### config.mk
export PLATFORM = sky130hd
export DESIGN_NAME = adc_seq_top
export DESIGN_NICKNAME = d
export VERILOG_FILES = /design/src/rtl/adc_seq_pkg.sv /design/src/rtl/adc_seq_cfg.sv /design/src/rtl/adc_seq_clkdiv.sv /design/src/rtl/adc_seq_walker.sv /design/src/rtl/adc_seq_top.sv
export SDC_FILE = /design/constraint.sdc
export NUM_CORES = 1
export LEC_CHECK = 0
export BUFFER_PORTS_ARGS = -buffer_cell sky130_fd_sc_hd__buf_4
export CORE_AREA = 2 2 117 130
export CTS_BUF_LIST = sky130_fd_sc_hd__clkbuf_4 sky130_fd_sc_hd__clkbuf_8
export DETAILED_ROUTE_END_ITERATION = 12
export DIE_AREA = 0 0 119 132
export PLACE_DENSITY_LB_ADDON = 0.25
export REMOVE_ABC_BUFFERS = 1
export SLEW_MARGIN = 30
export SYNTH_ARGS = -nofsm -noshare
export SYNTH_HDL_FRONTEND = slang
export SYNTH_HIERARCHICAL = 1
export SYNTH_SLANG_ARGS = --single-unit
### constraint.sdc
create_clock -name clk -period 10.1 [get_ports clk]
set_input_delay 1.01 -clock clk [delete_from_list [all_inputs] [get_ports clk]]
set_output_delay 1.01 -clock clk [all_outputs]
set_load 0.05 [all_outputs]
### src/rtl/adc_seq_pkg.sv
package adc_seq_pkg;
    localparam int NUM_SLOTS    = 16;
    localparam int SLOT_W       = $clog2(NUM_SLOTS);
    localparam int CH_W         = 4;
    localparam int SMP_W        = 12;
    localparam int PRE_W        = 8;
    localparam int WORD_W       = CH_W + SMP_W;
    localparam int SLOTS_PER_REG = 32 / CH_W;
    localparam int MAP_W        = NUM_SLOTS * CH_W;

    localparam int MODE_MAP_BIT  = 31;
    localparam int MODE_FREE_BIT = 7;
    localparam int MODE_PRE_LSB  = 8;
    localparam int EXT_TAG_BIT   = 24;

    typedef logic [CH_W-1:0]      chan_t;
    typedef logic [SLOT_W-1:0]    slot_t;
    typedef logic [NUM_SLOTS-1:0] mask_t;

    typedef struct packed {
        logic             map_en;
        logic             free_run;
        logic             tag_en;
        logic [PRE_W-1:0] presc;
    } cfg_t;

    typedef enum logic [1:0] {ST_IDLE, ST_REQ, ST_END} walk_st_e;

    function automatic slot_t lowest_slot(input mask_t m);
        slot_t r;
        r = '0;
        for (int i = NUM_SLOTS - 1; i >= 0; i--) begin
            if (m[i]) r = slot_t'(i);
        end
        return r;
    endfunction

    function automatic chan_t slot_chan(input logic [MAP_W-1:0] map,
                                        input slot_t s, input logic map_en);
        if (map_en) return map[s*CH_W +: CH_W];
        return chan_t'(s);
    endfunction
endpackage

### src/rtl/adc_seq_cfg.sv
module adc_seq_cfg
    import adc_seq_pkg::*;
(
    input  logic              clk,
    input  logic              rst,
    input  logic              mask_set_we,
    input  logic              mask_clr_we,
    input  logic [15:0]       mask_wdata,
    input  logic              seq_lo_we,
    input  logic              seq_hi_we,
    input  logic [31:0]       seq_wdata,
    input  logic              mode_we,
    input  logic [31:0]       mode_wdata,
    input  logic              ext_we,
    input  logic [31:0]       ext_wdata,
    output mask_t             mask,
    output logic [MAP_W-1:0]  map,
    output cfg_t              cfg
);
    logic [31:0] seq_lo_q, seq_hi_q;

    always_ff @(posedge clk) begin
        if (rst) begin
            mask     <= '0;
            seq_lo_q <= '0;
            seq_hi_q <= '0;
            cfg      <= '0;
        end else begin
            if (mask_set_we || mask_clr_we) begin
                mask <= (mask & ~(mask_clr_we ? mask_wdata : 16'h0))
                       | (mask_set_we ? mask_wdata : 16'h0);
            end
            if (seq_lo_we) seq_lo_q <= seq_wdata;
            if (seq_hi_we) seq_hi_q <= seq_wdata;
            if (mode_we) begin
                cfg.map_en   <= mode_wdata[MODE_MAP_BIT];
                cfg.free_run <= mode_wdata[MODE_FREE_BIT];
                cfg.presc    <= mode_wdata[MODE_PRE_LSB +: PRE_W];
            end
            if (ext_we) cfg.tag_en <= ext_wdata[EXT_TAG_BIT];
        end
    end

    assign map = {seq_hi_q, seq_lo_q};

    assert_clear_all_R6: assert property (@(posedge clk) disable iff (rst)
        (mask_clr_we && !mask_set_we && mask_wdata == 16'hFFFF) |=> (mask == '0))
        else $error("R6 clear of all ones left mask bits set");
endmodule

### src/rtl/adc_seq_clkdiv.sv
module adc_seq_clkdiv #(
    parameter int PW = 8
) (
    input  logic          clk,
    input  logic          rst,
    input  logic [PW-1:0] presc,
    output logic          conv_clk
);
    logic [PW-1:0] cnt_q;

    always_ff @(posedge clk) begin
        if (rst) begin
            cnt_q    <= '0;
            conv_clk <= 1'b0;
        end else if (cnt_q >= presc) begin
            cnt_q    <= '0;
            conv_clk <= ~conv_clk;
        end else begin
            cnt_q    <= cnt_q + 1'b1;
        end
    end

    assert_hold_level_R11: assert property (@(posedge clk) disable iff (rst)
        (cnt_q < presc) |=> $stable(conv_clk))
        else $error("R11 converter clock toggled early");
endmodule

### src/rtl/adc_seq_walker.sv
module adc_seq_walker
    import adc_seq_pkg::*;
(
    input  logic              clk,
    input  logic              rst,
    input  mask_t             mask,
    input  logic [MAP_W-1:0]  map,
    input  cfg_t              cfg,
    input  logic              trigger,
    input  logic              conv_done,
    input  logic [SMP_W-1:0]  conv_sample,
    output logic              conv_req,
    output chan_t             conv_chan,
    output logic              out_valid,
    output logic [WORD_W-1:0] out_word,
    output logic              eos
);
    walk_st_e state_q;
    mask_t    pend_q;
    mask_t    rest;

    assign rest      = pend_q & (pend_q - 1'b1);
    assign conv_req  = (state_q == ST_REQ);

    always_ff @(posedge clk) begin
        if (rst) begin
            state_q   <= ST_IDLE;
            pend_q    <= '0;
            conv_chan <= '0;
            out_valid <= 1'b0;
            out_word  <= '0;
            eos       <= 1'b0;
        end else begin
            out_valid <= 1'b0;
            eos       <= 1'b0;
            case (state_q)
                ST_IDLE: begin
                    if ((trigger || cfg.free_run) && mask != '0) begin
                        pend_q    <= mask;
                        conv_chan <= slot_chan(map, lowest_slot(mask), cfg.map_en);
                        state_q   <= ST_REQ;
                    end
                end
                ST_REQ: begin
                    if (conv_done) begin
                        out_valid <= 1'b1;
                        out_word  <= {cfg.tag_en ? conv_chan : chan_t'(0), conv_sample};
                        pend_q    <= rest;
                        if (rest == '0) begin
                            state_q <= ST_END;
                        end else begin
                            conv_chan <= slot_chan(map, lowest_slot(rest), cfg.map_en);
                        end
                    end
                end
                default: begin
                    eos     <= 1'b1;
                    state_q <= ST_IDLE;
                end
            endcase
        end
    end

    assert_req_hold_R7: assert property (@(posedge clk) disable iff (rst)
        (conv_req && !conv_done) |=> (conv_req && $stable(conv_chan)))
        else $error("R7 request dropped or channel moved before done");

    assert_done_gives_word_R7: assert property (@(posedge clk) disable iff (rst)
        (conv_req && conv_done) |=> out_valid)
        else $error("R7 done without result word");

    assert_eos_after_word_R9: assert property (@(posedge clk) disable iff (rst)
        eos |-> $past(out_valid))
        else $error("R9 end strobe not preceded by a word");

    assert_eos_single_R9: assert property (@(posedge clk) disable iff (rst)
        eos |=> !eos)
        else $error("R9 end strobe longer than one cycle");

    assert_free_restart_R10: assert property (@(posedge clk) disable iff (rst)
        (eos && cfg.free_run && mask != '0) |=> conv_req)
        else $error("R10 free run did not restart");
endmodule

### src/rtl/adc_seq_top.sv
module adc_seq_top
    import adc_seq_pkg::*;
(
    input  logic        clk,
    input  logic        rst,
    input  logic        mask_set_we,
    input  logic        mask_clr_we,
    input  logic [15:0] mask_wdata,
    input  logic        seq_lo_we,
    input  logic        seq_hi_we,
    input  logic [31:0] seq_wdata,
    input  logic        mode_we,
    input  logic [31:0] mode_wdata,
    input  logic        ext_we,
    input  logic [31:0] ext_wdata,
    input  logic        trigger,
    input  logic        conv_done,
    input  logic [11:0] conv_sample,
    output logic        conv_req,
    output logic [3:0]  conv_chan,
    output logic        conv_clk,
    output logic        out_valid,
    output logic [15:0] out_word,
    output logic        eos
);
    mask_t            mask;
    logic [MAP_W-1:0] map;
    cfg_t             cfg;

    adc_seq_cfg u_cfg (
        .clk(clk), .rst(rst),
        .mask_set_we(mask_set_we), .mask_clr_we(mask_clr_we), .mask_wdata(mask_wdata),
        .seq_lo_we(seq_lo_we), .seq_hi_we(seq_hi_we), .seq_wdata(seq_wdata),
        .mode_we(mode_we), .mode_wdata(mode_wdata),
        .ext_we(ext_we), .ext_wdata(ext_wdata),
        .mask(mask), .map(map), .cfg(cfg)
    );

    adc_seq_clkdiv #(.PW(PRE_W)) u_div (
        .clk(clk), .rst(rst), .presc(cfg.presc), .conv_clk(conv_clk)
    );

    adc_seq_walker u_walk (
        .clk(clk), .rst(rst), .mask(mask), .map(map), .cfg(cfg),
        .trigger(trigger), .conv_done(conv_done), .conv_sample(conv_sample),
        .conv_req(conv_req), .conv_chan(conv_chan),
        .out_valid(out_valid), .out_word(out_word), .eos(eos)
    );
endmodule

==> metrics.txt, run 1 <==
# TYPE chip_impl_metric gauge
chip_impl_info{name="outcome",value="completed"} 1
chip_impl_metric{name="die_width",unit="microns"} 119
chip_impl_metric{name="largest_net_degree_at_the_start_of_global_routing",unit=""} 95
chip_impl_metric{name="max-vdd-ir-drop",unit="mV"} 0.0855
chip_impl_metric{name="route.final.wire_length",unit="microns"} 19300
chip_impl_metric{name="die-area",unit="sq um"} 15700
chip_impl_info{name="worstSetupStartpointType",value="flip-flop"} 1
chip_impl_metric{name="cts.sinks",unit=""} 140
chip_impl_metric{name="post_cts.resized_instances",unit=""} 0
chip_impl_info{name="dominantRegCellSynth",value="sky130_fd_sc_hd__dfxtp_1"} 1
chip_impl_metric{name="clock_latency_on_the_worst_skew_pair",unit="ns"} 0.46
chip_impl_metric{name="numCtsBuffers",unit=""} 17
chip_impl_metric{name="yosysWarnings",unit=""} 6
chip_impl_info{name="clock_tree.root_cell",value="sky130_fd_sc_hd__clkbuf_8"} 1
chip_impl_metric{name="h-tree-depth",unit=""} 4
chip_impl_metric{name="worst-path-max-fanout",unit=""} 16
chip_impl_metric{name="power.static_leakage",unit="nW"} 3.88
chip_impl_metric{name="grt_pass1_vias",unit=""} 6411
chip_impl_metric{name="worst-endpoint-arrival",unit="ns"} 4.38
chip_impl_metric{name="grt-ovfl-total",unit=""} 0
chip_impl_info{name="ys_top_cells_by_count",value="sky130_fd_sc_hd__dfxtp_1, sky130_fd_sc_hd__nor2_1, sky130_fd_sc_hd__mux2i_1, sky130_fd_sc_hd__nand2_1, sky130_fd_sc_hd__a21oi_1"} 1
chip_impl_metric{name="power_density",unit="nW/um^2"} 167
chip_impl_metric{name="wire_per_inst",unit="microns"} 16.2
chip_impl_metric{name="report.final.setup_viol",unit=""} 0
chip_impl_info{name="crit_path_end_kind",value="flip-flop"} 1
chip_impl_metric{name="dr.pass1.iters",unit=""} 5
chip_impl_metric{name="relSlewSlack",unit="%"} 37.6
chip_impl_metric{name="final.setup.tns",unit="ns"} 0
chip_impl_info{name="worst_path_max_delay_cell",value="sky130_fd_sc_hd__o21ai_0"} 1
chip_impl_metric{name="wire_length_of_the_first_global_routing_pass",unit="microns"} 31700
chip_impl_info{name="most_frequent_cell_after_synthesis",value="sky130_fd_sc_hd__dfxtp_1"} 1
chip_impl_metric{name="antenna_found_initial",unit=""} 0
chip_impl_info{name="criticalPathCategory",value="flip-flop to flip-flop"} 1
chip_impl_metric{name="timing.clock.skew",unit="ns"} 0.00815
chip_impl_metric{name="drc",unit=""} 0
chip_impl_metric{name="crit_required",unit="ns"} 10.41
chip_impl_info{name="post_synth_main_area_contributors",value="sky130_fd_sc_hd__dfxtp_1, sky130_fd_sc_hd__mux2i_1, sky130_fd_sc_hd__nor2_1"} 1
chip_impl_info{name="cpMostUsedCell",value="sky130_fd_sc_hd__o21ai_0"} 1
chip_impl_metric{name="slew_violations",unit=""} 0
chip_impl_metric{name="via_count",unit=""} 6881
chip_impl_metric{name="synth_sequential_area_ratio",unit="%"} 36.1
chip_impl_metric{name="hold_path_depth",unit=""} 2
chip_impl_metric{name="finalWorstPathRequiredPeriod",unit="ns"} 4.07
chip_impl_info{name="grt_setup_unrepaired",value="false"} 1
chip_impl_metric{name="fin_worst_hold_slack",unit="ns"} 0.452
chip_impl_metric{name="reg2regPathDepth",unit=""} 10
chip_impl_metric{name="final_min_period_over_clock_period",unit="%"} 40.3
chip_impl_metric{name="floorplan.initialDensity",unit="%"} 54.2
chip_impl_metric{name="gp_congestion",unit=""} 0.888
chip_impl_metric{name="synth_largest_type_area_fraction",unit="%"} 36.1
chip_impl_metric{name="fp.dieH",unit="microns"} 132
chip_impl_metric{name="global_route.usage.total",unit="%"} 24.5
chip_impl_metric{name="placement_rows",unit=""} 46
chip_impl_metric{name="postPlaceCellArea",unit="sq um"} 8490
chip_impl_metric{name="cts_setup_buffers",unit=""} 0
chip_impl_info{name="cells_along_the_critical_path",value="or4_4, nor4b_1, a21oi_1, o21ai_0, nand4b_1, o21ai_0, nor3_1, nand2_1, a31o_2, o221ai_1"} 1
chip_impl_metric{name="hold_buffers",unit=""} 0
chip_impl_metric{name="worst_path_largest_cell_delay",unit="ns"} 0.80
chip_impl_metric{name="clk_path_buf_depth",unit=""} 2
chip_impl_metric{name="syn-cell-area",unit="sq um"} 7760
chip_impl_metric{name="maxCapViolations",unit=""} 0
chip_impl_info{name="worstHoldPathType",value="flip-flop to flip-flop"} 1
chip_impl_metric{name="synth-edff-count",unit=""} 0
chip_impl_metric{name="antenna_cells_inserted",unit=""} 0
chip_impl_metric{name="post_synth_inst_count",unit=""} 917
chip_impl_metric{name="ant_nets",unit=""} 0
chip_impl_metric{name="syn-mean-instance-area",unit="sq um"} 8.47
chip_impl_metric{name="finalNetCount",unit=""} 1128
chip_impl_metric{name="design_area",unit="sq um"} 8940
chip_impl_metric{name="final-hold-violation-count",unit=""} 0
chip_impl_metric{name="tightest_slew",unit="ns"} 0.935
chip_impl_metric{name="placedCellCount",unit=""} 1158
chip_impl_metric{name="post_drt_via_cell_ratio",unit=""} 5.78
chip_impl_metric{name="postSynthRegisterBits",unit=""} 140
chip_impl_metric{name="first_iter_violations",unit=""} 452
chip_impl_metric{name="fin_total_pwr",unit="mW"} 1.49
chip_impl_metric{name="fraction_of_layout_cells_with_a_size_suffix_above_1",unit="%"} 18.6
chip_impl_info{name="netlist.top_cell.by_area",value="sky130_fd_sc_hd__dfxtp_1"} 1
chip_impl_metric{name="asyncSetResetFlopFracSynth",unit="%"} 0
chip_impl_metric{name="cts.clk_slew.worst_paths",unit="ns"} 0.08
chip_impl_metric{name="core_area",unit="sq um"} 14300
chip_impl_metric{name="finalNonFillerCells",unit=""} 1190
chip_impl_metric{name="hpwl",unit="microns"} 13100
chip_impl_metric{name="io-pin-count",unit=""} 158
chip_impl_metric{name="yosys.cell_types.count",unit=""} 75
chip_impl_metric{name="area_delta_synth_final",unit="%"} 15.2
chip_impl_metric{name="io_buffer_count",unit=""} 104
chip_impl_info{name="cts_tree",value="yes"} 1
chip_impl_metric{name="clock.fmax",unit="MHz"} 246
## registers in the layout (all words and copies together), names as in the netlist
name and cells:
u_walk/out_word 16, u_cfg/mask 16, u_cfg/cfg 11, u_div/conv_clk 1, u_walk/state_q 2, u_cfg/seq_hi_q 32
u_cfg/seq_lo_q 32, u_walk/eos 1, u_walk/out_valid 1, u_walk/conv_chan 4, u_div/cnt_q 8, u_walk/pend_q 16
## path summary, 6_finish.rpt
check	from	end	slack, ns
setup / recovery	u_walk/pend_q[0]	u_walk/conv_chan[1]	6.03
hold / removal	u_walk/out_word[14]	u_walk/out_word[14]	0.45
setup reg to reg	u_walk/pend_q[0]	u_walk/conv_chan[1]	6.03
hold reg to reg	u_walk/out_word[14]	u_walk/out_word[14]	0.45
## worst max-delay path: cells and delay by family, from the launching register on
| kind | cells | cell delay, ns |
|---|---|---|
| AO/OA/AOI/OAI | 5 | 1.65 |
| AND/OR/NAND/NOR | 5 | 1.78 |
| flip-flops | 1 | 0.50 |
## layout make-up
class | instances | area (sq um)
Timing Repair Buffer | 112 | 845
Clock inverter | 11 | 164
Clock buffer | 21 | 289
Multi-Input combinational cell | 687 | 4500
Tap cell | 192 | 240
Sequential cell | 140 | 2800
Inverter | 27 | 101
Fill cell | 1315 | 5390
## layer usage
layer / up-vias / share of wire [%] / GRT usage, %
met4: 0 / 2.4 / 9.79
li1: 3398 / - / -
met5: - / 0 / 0
met2: 199 / 48 / 41.2
met1: 3250 / 45 / 31.0
met3: 34 / 4.7 / 4.41
## report_power, final
part	internal [mW]	switching, mW	leakage, nW
logic	0.148	0.211	2.50
clock network	0.294	0.218	0.228
registers	0.585	0.0378	1.15
## layout by cell type, fill, tap and decap left out, drive strengths merged, types with 5 or more instances in the layout
master / count
inv: 26
xnor2: 6
o21ai: 38
a22oi: 16
a21bo: 16
clkbuf: 21
nor2: 135
buf: 112
a21oi: 65
nor4: 8
a31oi: 11
o211ai: 7
dfxtp: 140
nand2: 99
mux2i: 132
a221oi: 5
or4: 6
nor3: 14
nand3: 21
nor2b: 7
clkinv: 6
nand2b: 6
mux2: 6
o22ai: 6
ha: 9
a211oi: 9
## logic make-up after synthesis
| logic type | synth area share [%] |
|---|---|
| adders and majority gates | 1.71 |
| DFF | 36.1 |
| AOI/OAI and AO/OA | 19.1 |
| muxes | 18.2 |
| xor gates and xnor gates | 0.903 |
| and+or+nand+nor | 17.9 |
| buffers and inverters | 6.11 |
## metrics by stage
step,utilization [%],worst slack [ns]
floorplan,-,5.69
global placement,59.2,6.13
detailed placement,59.2,6.11
CTS,62.4,6.10
global route,62.4,5.65
finish,62.4,6.03
Power figures use the tool's default switching activity.
==> inputs of run 2 (changes only) <==
==> constraint.sdc (replaced) <==
create_clock -name clk -period 3.8 [get_ports clk]
set_input_delay 0.38 -clock clk [delete_from_list [all_inputs] [get_ports clk]]
set_output_delay 0.38 -clock clk [all_outputs]
set_load 0.05 [all_outputs]
==> run 2 against run 1 <==
Effect of this change: via count rose by 1.5%; clock-buffer cell count increased by 1; clock power increased by 130%; largest power group unchanged.
==> metrics.txt, run 2 (same netlist as run 1, synthesis figures left out) <==
# TYPE chip_impl_metric gauge
chip_impl_metric{name="die_width",unit="microns"} 119
chip_impl_metric{name="clock.fmax",unit="MHz"} 289
chip_impl_metric{name="finalNonFillerCells",unit=""} 1209
chip_impl_metric{name="final-hold-violation-count",unit=""} 0
chip_impl_metric{name="hold_buffers",unit=""} 0
chip_impl_metric{name="tightest_slew",unit="ns"} 0.963
chip_impl_metric{name="route.final.wire_length",unit="microns"} 19400
chip_impl_metric{name="area_delta_synth_final",unit="%"} 16.5
chip_impl_metric{name="post_drt_via_cell_ratio",unit=""} 5.77
chip_impl_info{name="outcome",value="completed"} 1
chip_impl_info{name="timing.rr.start",value="u_walk/pend_q[0]"} 1
chip_impl_metric{name="core_area",unit="sq um"} 14300
chip_impl_metric{name="cts.clk_slew.worst_paths",unit="ns"} 0.08
chip_impl_info{name="layout_commonest_cell",value="sky130_fd_sc_hd__dfxtp_1"} 1
chip_impl_metric{name="power.static_leakage",unit="nW"} 3.95
chip_impl_metric{name="proportion_of_power_drawn_by_combinational_gates",unit="%"} 26.5
chip_impl_info{name="crit_path_end_kind",value="flip-flop"} 1
chip_impl_metric{name="hpwl",unit="microns"} 13400
chip_impl_info{name="worst_r2r_endpoint",value="u_walk/conv_chan[2]"} 1
chip_impl_info{name="clock_tree.root_cell",value="sky130_fd_sc_hd__clkbuf_8"} 1
chip_impl_metric{name="final_min_period_over_clock_period",unit="%"} 91.0
chip_impl_metric{name="antenna_cells_inserted",unit=""} 0
chip_impl_metric{name="maxCapViolations",unit=""} 0
chip_impl_metric{name="global_route.usage.total",unit="%"} 24.9
chip_impl_metric{name="fillerInstances",unit=""} 1240
chip_impl_metric{name="drc",unit=""} 0
chip_impl_info{name="min_from",value="mode_wdata[31]"} 1
chip_impl_info{name="reg.largest.list",value="u_cfg/seq_hi_q (32), u_cfg/seq_lo_q (32)"} 1
chip_impl_metric{name="io-pin-count",unit=""} 158
chip_impl_metric{name="finalNetCount",unit=""} 1147
chip_impl_metric{name="h-tree-depth",unit=""} 4
chip_impl_metric{name="largest_net_degree_at_the_start_of_global_routing",unit=""} 84
chip_impl_info{name="worst_hold_path.endpoint",value="u_cfg/cfg[10]"} 1
chip_impl_metric{name="relSlewSlack",unit="%"} 35.8
chip_impl_metric{name="power.internal",unit="mW"} 2.57
chip_impl_metric{name="antenna_found_initial",unit=""} 0
chip_impl_metric{name="power_switching_share",unit="%"} 32.5
chip_impl_metric{name="finalWorstPathRequiredPeriod",unit="ns"} 3.46
chip_impl_metric{name="grt_pass1_vias",unit=""} 6494
chip_impl_metric{name="share_seq_of_total_power",unit="%"} 43.1
chip_impl_metric{name="hold_path_depth",unit=""} 3
chip_impl_info{name="cts_tree",value="yes"} 1
chip_impl_metric{name="report.final.setup_viol",unit=""} 0
chip_impl_metric{name="wire_length_of_the_first_global_routing_pass",unit="microns"} 32000
chip_impl_metric{name="worst-endpoint-arrival",unit="ns"} 3.76
chip_impl_info{name="worstSetupStartpointType",value="flip-flop"} 1
chip_impl_metric{name="slew_violations",unit=""} 0
chip_impl_metric{name="die-area",unit="sq um"} 15700
chip_impl_info{name="grt_setup_unrepaired",value="false"} 1
chip_impl_metric{name="grt-ovfl-total",unit=""} 0
chip_impl_metric{name="fin_total_pwr",unit="mW"} 3.81
chip_impl_metric{name="placedCellCount",unit=""} 1177
chip_impl_metric{name="fin_worst_hold_slack",unit="ns"} 0.163
chip_impl_metric{name="cts_setup_buffers",unit=""} 0
chip_impl_metric{name="postPlaceCellArea",unit="sq um"} 8650
chip_impl_metric{name="design_area",unit="sq um"} 9040
chip_impl_metric{name="multi_input_gate_area_in_the_final_layout",unit="sq um"} 4500
chip_impl_metric{name="via_count",unit=""} 6981
chip_impl_metric{name="first_iter_violations",unit=""} 473
chip_impl_metric{name="slack_of_the_worst_reg_to_reg_path",unit="ns"} 0.34
chip_impl_metric{name="layout.area.seq",unit="sq um"} 2800
chip_impl_metric{name="clk_path_buf_depth",unit=""} 2
chip_impl_metric{name="wire_per_inst",unit="microns"} 16.1
chip_impl_metric{name="fraction_of_layout_cells_with_a_size_suffix_above_1",unit="%"} 20.2
chip_impl_info{name="worstHoldPathType",value="input port to flip-flop"} 1
chip_impl_metric{name="numCtsBuffers",unit=""} 17
chip_impl_metric{name="floorplan.initialDensity",unit="%"} 54.2
chip_impl_metric{name="final.setup.tns",unit="ns"} 0
chip_impl_metric{name="worst-path-max-fanout",unit=""} 30
chip_impl_metric{name="power_density",unit="nW/um^2"} 422
chip_impl_metric{name="timing.clock.skew",unit="ns"} 0.0143
chip_impl_metric{name="fp.dieH",unit="microns"} 132
chip_impl_info{name="layout.cells.most_common_list",value="sky130_fd_sc_hd__dfxtp_1, sky130_fd_sc_hd__nor2_1, sky130_fd_sc_hd__mux2i_1, sky130_fd_sc_hd__buf_4, sky130_fd_sc_hd__nand2_1"} 1
chip_impl_metric{name="io_buffer_count",unit=""} 104
chip_impl_metric{name="cts.sinks",unit=""} 140
chip_impl_metric{name="ant_nets",unit=""} 0
chip_impl_metric{name="power.net_switching",unit="mW"} 1.24
chip_impl_metric{name="clock_latency_on_the_worst_skew_pair",unit="ns"} 0.46
chip_impl_metric{name="placement_rows",unit=""} 46
chip_impl_metric{name="clockPowerShare",unit="%"} 30.4
chip_impl_metric{name="dr.pass1.iters",unit=""} 5
chip_impl_metric{name="crit_required",unit="ns"} 4.10
chip_impl_metric{name="reg2regPathDepth",unit=""} 11
chip_impl_metric{name="max-vdd-ir-drop",unit="mV"} 0.230
chip_impl_metric{name="gp_congestion",unit=""} 0.874
chip_impl_info{name="criticalPathCategory",value="flip-flop to flip-flop"} 1
-- run 2: cell types whose count changed in the layout (fill, tap and decap cells not counted), sizes merged --
cell / before / now
clkinvlp: 2 / 4
clkinv: 6 / 5
clkbuf: 21 / 22
inv: 26 / 27
buf: 112 / 131
bufinv: 4 / 1
-- run 2: cell type report --
cell class | count | share of cell area, %
Clock buffer | 22 | 3.28
Clock inverter | 10 | 0.983
Multi-Input combinational cell | 687 | 49.8
Sequential cell | 140 | 31.0
Tap cell | 192 | 2.66
Inverter | 27 | 1.12
Timing Repair Buffer | 131 | 11.2
-- run 2: timing repair --
item,4_1_cts,5_1_grt
endpoints found under the hold margin,0,0
gates resized for setup,0,1
endpoints found under the setup margin,0,1
-- run 2: worst max path at each step --
stage / start / to / slack, ns / cells after the start
CTS: u_walk/pend_q[0] / u_walk/conv_chan[2] / 0.30 / 10
detailed placement: u_walk/pend_q[0] / u_walk/conv_chan[2] / 0.29 / 10
global route: u_walk/pend_q[0] / u_walk/conv_chan[0] / 0.08 / 12
global placement: u_walk/pend_q[0] / u_walk/conv_chan[2] / 0.28 / 10
finish: u_walk/pend_q[0] / u_walk/conv_chan[2] / 0.34 / 11
floorplan: u_cfg/mask[14] / u_walk/conv_chan[2] / -0.61 / 10
-- run 2: power groups by stage --
stage	clock network, mW	registers [mW]	logic [mW]
global route	1.26	1.66	1.10
detailed placement	0	1.68	0.996
floorplan	0	1.71	0.584
finish	1.16	1.64	1.01
global placement	0	1.67	0.980
CTS	1.19	1.64	1.00
-- run 2: critical path: stages (launching register included) --
cell                       delay (ns)
sky130_fd_sc_hd__dfxtp_1         0.32
sky130_fd_sc_hd__or4_4           0.63
sky130_fd_sc_hd__or4b_4          0.60
sky130_fd_sc_hd__o41ai_2         0.38
sky130_fd_sc_hd__nor3_1          0.14
sky130_fd_sc_hd__o31a_1          0.35
sky130_fd_sc_hd__buf_12          0.18
sky130_fd_sc_hd__a21o_1          0.19
sky130_fd_sc_hd__a21oi_1         0.13
sky130_fd_sc_hd__nor3_1          0.07
sky130_fd_sc_hd__a211oi_2        0.20
sky130_fd_sc_hd__o22ai_1         0.09
-- run 2: stage by stage --
stage,worst slack (ns),util [%]
floorplan,-0.607,-
global placement,0.284,60.4
detailed placement,0.292,60.4
CTS,0.297,63.0
global route,0.0809,63.1
finish,0.343,63.1
-- run 2: metal layers --
metal  wire length, microns  up-vias  track usage [%]
li1                       -     3431                -
met1                   8680     3301             31.9
met2                   9300      211             40.8
met3                    974       38             5.62
met4                    465        0             9.59
met5                      0        -                0
